===== config.mk =====
export PLATFORM = sky130hd
export DESIGN_NAME = int_alu
export DESIGN_NICKNAME = d
export VERILOG_FILES = /design/src/rtl/int_alu_pkg.sv /design/src/rtl/int_alu_addsub.sv /design/src/rtl/int_alu_logic.sv /design/src/rtl/int_alu_shift.sv /design/src/rtl/int_alu.sv
export SDC_FILE = /design/constraint.sdc
export NUM_CORES = 1
export LEC_CHECK = 0
export ABC_AREA = 1
export BUFFER_PORTS_ARGS = -buffer_cell sky130_fd_sc_hd__clkbuf_2
export CAP_MARGIN = 40
export CORE_ASPECT_RATIO = 0.75
export CORE_MARGIN = 2
export CORE_UTILIZATION = 40
export CTS_CLUSTER_DIAMETER = 80
export DETAILED_ROUTE_END_ITERATION = 10
export PLACE_DENSITY_LB_ADDON = 0.12
export SLEW_MARGIN = 5
export SYNTH_ARGS = -nofsm -noshare
export SYNTH_HDL_FRONTEND = slang
export SYNTH_SLANG_ARGS = --single-unit

===== constraint.sdc =====
create_clock -name clk -period 5.15 [get_ports clk]
set_clock_uncertainty 0.05 [all_clocks]
set_input_delay 1.03 -clock clk [delete_from_list [all_inputs] [get_ports clk]]
set_output_delay 1.03 -clock clk [all_outputs]
set_load 0.02 [all_outputs]

===== src/rtl/int_alu_pkg.sv =====
package int_alu_pkg;

  localparam int OP_W = 5;

  typedef enum logic [OP_W-1:0] {
    OP_ADD  = 5'd0,
    OP_ADDU = 5'd1,
    OP_SUB  = 5'd2,
    OP_SUBU = 5'd3,
    OP_AND  = 5'd4,
    OP_OR   = 5'd5,
    OP_XOR  = 5'd6,
    OP_NOR  = 5'd7,
    OP_SLT  = 5'd8,
    OP_SLTU = 5'd9,
    OP_LUI  = 5'd10,
    OP_SLL  = 5'd11,
    OP_SRL  = 5'd12,
    OP_SRA  = 5'd13,
    OP_SLLV = 5'd14,
    OP_SRLV = 5'd15,
    OP_SRAV = 5'd16
  } alu_op_e;

  typedef enum logic [1:0] {
    LG_AND = 2'd0,
    LG_OR  = 2'd1,
    LG_XOR = 2'd2,
    LG_NOR = 2'd3
  } logic_fn_e;

endpackage


===== src/rtl/int_alu_addsub.sv =====
module int_alu_addsub #(
  parameter int W = 32
) (
  input  logic [W-1:0] a,
  input  logic [W-1:0] b,
  input  logic         sub,
  output logic [W-1:0] sum,
  output logic         ovf,
  output logic         lt_s,
  output logic         lt_u
);
  logic [W-1:0] b_eff;
  logic [W:0]   wide;

  // Subtract by inverting the second operand and injecting a carry.
  assign b_eff = sub ? ~b : b;
  assign wide  = {1'b0, a} + {1'b0, b_eff} + {{W{1'b0}}, sub};
  assign sum   = wide[W-1:0];

  // Same-sign inputs with a sign change on the output.
  assign ovf   = (a[W-1] == b_eff[W-1]) && (sum[W-1] != a[W-1]);

  // Compare results, meaningful while sub is set.
  assign lt_s  = sum[W-1] ^ ovf;
  assign lt_u  = ~wide[W];
endmodule


===== src/rtl/int_alu_logic.sv =====
module int_alu_logic #(
  parameter int W = 32
) (
  input  logic [W-1:0]            a,
  input  logic [W-1:0]            b,
  input  int_alu_pkg::logic_fn_e  fn,
  output logic [W-1:0]            res
);
  import int_alu_pkg::*;

  always_comb begin
    unique case (fn)
      LG_AND:  res = a & b;
      LG_OR:   res = a | b;
      LG_XOR:  res = a ^ b;
      default: res = ~(a | b);
    endcase
  end
endmodule


===== src/rtl/int_alu_shift.sv =====
module int_alu_shift #(
  parameter int W  = 32,
  parameter int SW = $clog2(W)
) (
  input  logic [W-1:0]  val,
  input  logic [SW-1:0] amt,
  input  logic          left,
  input  logic          arith,
  output logic [W-1:0]  res
);
  logic         fill;
  logic [W-1:0] stage [SW+1];

  assign fill     = arith & val[W-1];
  assign stage[0] = val;

  // Log-depth barrel: stage i moves the data by 2**i when amt[i] is set.
  for (genvar i = 0; i < SW; i++) begin : g_stage
    localparam int SH = 1 << i;
    logic [W-1:0] moved;
    always_comb begin
      if (left) moved = {stage[i][W-1-SH:0], {SH{1'b0}}};
      else      moved = {{SH{fill}}, stage[i][W-1:SH]};
    end
    assign stage[i+1] = amt[i] ? moved : stage[i];
  end

  assign res = stage[SW];
endmodule


===== src/rtl/int_alu.sv =====
module int_alu #(
  parameter int W     = 32,
  parameter int SW    = $clog2(W),
  parameter int IMM_W = W / 2
) (
  input  logic          clk,
  input  logic          rst_n,
  input  logic          op_valid,
  input  logic [4:0]    op_sel,
  input  logic [W-1:0]  src_a,
  input  logic [W-1:0]  src_b,
  input  logic [SW-1:0] shamt,
  output logic [W-1:0]  result,
  output logic          ovf_trap,
  output logic          wr_en,
  output logic          exc_flag
);
  import int_alu_pkg::*;

  localparam int LOW_W = W - IMM_W;

  alu_op_e      op;
  logic         do_sub;
  logic [W-1:0] as_sum;
  logic         as_ovf, as_lts, as_ltu;
  logic_fn_e    lg_fn;
  logic [W-1:0] lg_res;
  logic [SW-1:0] sh_amt;
  logic         sh_left, sh_arith;
  logic [W-1:0] sh_res;
  logic         trapping;

  assign op = alu_op_e'(op_sel);

  assign do_sub = (op == OP_SUB) || (op == OP_SUBU) ||
                  (op == OP_SLT) || (op == OP_SLTU);

  int_alu_addsub #(.W(W)) u_addsub (
    .a    (src_a),
    .b    (src_b),
    .sub  (do_sub),
    .sum  (as_sum),
    .ovf  (as_ovf),
    .lt_s (as_lts),
    .lt_u (as_ltu)
  );

  always_comb begin
    case (op)
      OP_OR:   lg_fn = LG_OR;
      OP_XOR:  lg_fn = LG_XOR;
      OP_NOR:  lg_fn = LG_NOR;
      default: lg_fn = LG_AND;
    endcase
  end

  int_alu_logic #(.W(W)) u_logic (
    .a   (src_a),
    .b   (src_b),
    .fn  (lg_fn),
    .res (lg_res)
  );

  // Variable forms take only the low field of the second operand.
  assign sh_amt   = ((op == OP_SLLV) || (op == OP_SRLV) || (op == OP_SRAV))
                    ? src_b[SW-1:0] : shamt;
  assign sh_left  = (op == OP_SLL) || (op == OP_SLLV);
  assign sh_arith = (op == OP_SRA) || (op == OP_SRAV);

  int_alu_shift #(.W(W), .SW(SW)) u_shift (
    .val   (src_a),
    .amt   (sh_amt),
    .left  (sh_left),
    .arith (sh_arith),
    .res   (sh_res)
  );

  always_comb begin
    case (op)
      OP_ADD, OP_ADDU, OP_SUB, OP_SUBU:
        result = as_sum;
      OP_AND, OP_OR, OP_XOR, OP_NOR:
        result = lg_res;
      OP_SLT:
        result = {{(W-1){1'b0}}, as_lts};
      OP_SLTU:
        result = {{(W-1){1'b0}}, as_ltu};
      OP_LUI:
        result = {src_b[IMM_W-1:0], {LOW_W{1'b0}}};
      OP_SLL, OP_SRL, OP_SRA, OP_SLLV, OP_SRLV, OP_SRAV:
        result = sh_res;
      default:
        result = '0;
    endcase
  end

  assign trapping = (op == OP_ADD) || (op == OP_SUB);
  assign ovf_trap = trapping & as_ovf;
  assign wr_en    = op_valid & ~ovf_trap;

  always_ff @(posedge clk or negedge rst_n) begin
    if (!rst_n)        exc_flag <= 1'b0;
    else if (op_valid) exc_flag <= ovf_trap;
  end
endmodule


==> flow_summary.yaml <==
routing:
  detail-route-antenna-nets: 0
  detail_route.drc_violations: 0
  drt-pass1-iter-count: 6
  vias: 11500
  detail_route.wirelength_microns: 40900
  drt_iter0_drc: 1717
  avgViaCountPerCell: 5.87
  routedWlPerCell_microns: 20.9
global_route:
  grt-ovfl-total: 0
  grt_pass1_wl_microns: 60200
  track_usage_pct: 36.8
  grt_max_degree: 34
  grt_pass1_vias: 10100
  antenna_found_initial: 1
timing:
  finalHoldWorstSlack_ns: 0.429
  final_critical_path_setup_slack_ns: -0.0140
  fmax_mhz: 194
  worstMarginPinSlew_ns: 0.662
  setup_violations: 1
  relSlewSlack_pct: 55.8
  post_route_fraction_of_the_period_consumed_by_the_critical_path_pct: 100
  hold_viol_final: 0
  timing.final.crit_period_ns: 5.16
  fin_tns_setup_ns: -0.0140
  slew_viol_final: 0
  rsz0062_at_grt: "true"
layout:
  largest_reg_flops: 1
  drive_gt1_share_pct: 27.4
  area_delta_synth_final_pct: 35.0
  fillCellCount: 2084
  instances_no_fill: 1953
  post-route-cell-area_sq_mm: 0.0107
  regMostFlops: "exc_flag"
  layout_top_registers: "exc_flag x1"
  mostFrequentLayoutCell: "nand2_1"
  top_library_cells_by_usage_in_the_layout_fill_and_taps_aside: "nand2_1, nand3_1, buf_4"
  finish.net_count: 1877
placed_design:
  placed_cells: 1930
  dpl.hpwl_microns: 33000
  globalplace.congestion: 1.03
  postPlaceCellArea_sq_mm: 0.00972
  buffer_ports.inserted: 111
status:
  failing_checks: "negative setup slack"
  status: "finished with violations"
floorplanning:
  ioPinCount: 112
  floorplan.die_area_sq_mm: 0.0209
  core_region_area_sq_mm: 0.0194
  initial_utilization_pct: 40.8
  die_w_microns: 166
  dieHeight_microns: 126
  placement_rows: 44
setup_path:
  reg2reg_from: "exc_flag"
  timing.critical_path.from: "op_sel[2]"
  r2r_slack_ns: 4.51
  crit_type: "input port to output pin"
  end_kind: "output pin"
  worst_ep_arrival_time_ns: 4.08
  rr_endpoint: "exc_flag"
  startpoint_type: "input port"
  crit_fanout: 7
  worstPathRequired_ns: 4.07
  r2r_cells: 2
min_path:
  worstHoldPathType: "flip-flop to flip-flop"
  hold_end: "exc_flag"
  hold-path-cell-count: 2
  worst_hold_startpoint: "exc_flag"
yosys:
  synth_async_sr_flop_share_pct: 100
  synth_cell_types: 49
  ys.warnings.count: 0
  synth_area_sq_mm: 0.00790
  syn-instance-count: 1476
  synth-seq-cells: 1
  synth_sequential_area_ratio_pct: 0.317
  synth_fp_nets: 1652
  synth_area_per_cell_sq_um: 5.35
  synthFlopType: "dfrtp_1"
  number_of_flops_mapped_to_enable_cells_by_yosys: 0
power:
  pwr-share-comb_pct: 99.5
  total_switching_power_mw: 1.01
  post-layout-total-power_mw: 1.64
  power.switching_fraction_pct: 61.8
  internal-power_mw: 0.627
  clock_power_share_pct: 0
  power-per-cell-area_mw_per_mm2: 154
  power_frac_seq_pct: 0.5
  irDropWorstVdd_v: 0.0000899
  leakage_power_summed_over_all_cells_nw: 5.38
cts:
  clk-insertion-delay-late_ns: 0
  clock_transition_at_the_register_clock_pins_on_the_worst_setup_and_hold_paths_after_cts_ns: 0
  hold_buffers: 0
job:
  drv.max_cap_violation_count: 0
[power by group through the flow]
stage          Sequential, mW  Combinational (mW)    Clock (mW)
3_5_place_dp          0.00825                1.39             0
2_1_floorplan         0.00846               0.816             0
3_3_place_gp          0.00825                1.39             0
5_1_grt               0.00826                1.76             0
6_report              0.00825                1.63  0.0000000254
4_1_cts               0.00825                1.43             0
[per-layer routing]
| layer | wire length (microns) | part of all wire (%) | GRT usage (%) |
|---|---|---|---|
| met3 | 6140 | 15 | 12.9 |
| met4 | 848 | 2.1 | 5.38 |
| met5 | 0 | 0 | 0 |
| met2 | 15500 | 38 | 50.8 |
| met1 | 18400 | 45 | 55.3 |
[layout make-up]
type | count | area (sq um) | area share (%)
Multi-Input combinational cell | 1262 | 7620 | 71.5
Inverter | 136 | 520 | 4.88
Antenna cell | 1 | 2.50 | 0.0235
Timing Repair Buffer | 300 | 2180 | 20.4
Sequential cell | 1 | 25.0 | 0.235
Tap cell | 253 | 317 | 2.97
[cell usage after synthesis, types with 6 or more instances]
cell type	count	area, sq um
o21ai_1	31	155
nand4_1	13	81.3
and2_1	7	43.8
o211ai_1	10	75.1
ha_1	98	1230
xor2_1	35	307
nand2_1	454	1700
nand3_1	259	1300
a31oi_1	10	62.6
buf_4	8	60.1
a21oi_1	93	465
inv_1	129	484
buf_2	21	105
buf_6	9	101
nor2_1	68	255
o22ai_1	6	37.5
o21ai_0	71	355
nand2_2	10	62.6
inv_2	7	26.3
or2_2	10	62.6
clkbuf_1	35	131
a221oi_1	28	245
a21o_1	6	45.0
[kinds of logic (layout without fill, tap and decap cells)]
| kind of cell | Yosys count | in the layout | share of synthesized area (%) |
|---|---|---|---|
| AOI/OAI and AO/OA | 285 | 285 | 21.6 |
| xor gates and xnor gates | 36 | 36 | 3.99 |
| adders and majority gates | 99 | 99 | 15.8 |
| buffers and inverters | 213 | 436 | 11.7 |
| DFF | 1 | 1 | 0.317 |
| other | 0 | 1 | 0 |
| and+or+nand+nor | 842 | 842 | 46.6 |
[critical path: stages]
cell and delay, ns:
buf_8 0.11, nor3_4 0.22, nand2_1 0.09, and2_4 0.20, clkbuf_16 0.20, xor2_2 0.15
ha_1 0.35, a21oi_2 0.23, a21boi_2 0.20, o21ai_2 0.10, a21oi_2 0.19, nand2_4 0.08
or2_4 0.26, a31oi_4 0.18, o211ai_1 0.23, buf_4 0.23
[how the worst max path moves through the flow]
stage	end	slack (ns)	cells after the start
2_1_floorplan	result[28]	0.08	21
3_3_place_gp	result[26]	-0.33	20
3_5_place_dp	result[26]	-0.30	18
4_1_cts	result[26]	-0.04	21
5_1_grt	result[29]	-0.06	23
6_report	result[19]	-0.01	16
[stage by stage]
stage / worst slack [ns] / utilization, %
2_1_floorplan: 0.0767 / -
3_3_place_gp: -0.329 / 50.2
3_5_place_dp: -0.298 / 50.2
4_1_cts: -0.0383 / 50.8
5_1_grt: -0.0552 / 55.0
6_report: -0.0140 / 55.0
[repair_timing]
item | CTS | global route
resized for setup | 25 | 181
endpoints found under the setup margin | 21 | 31
gates cloned | 0 | 1
pin swaps | 10 | 68
setup buffers | 4 | 17
No activity file was read; power rests on OpenSTA's default activity.
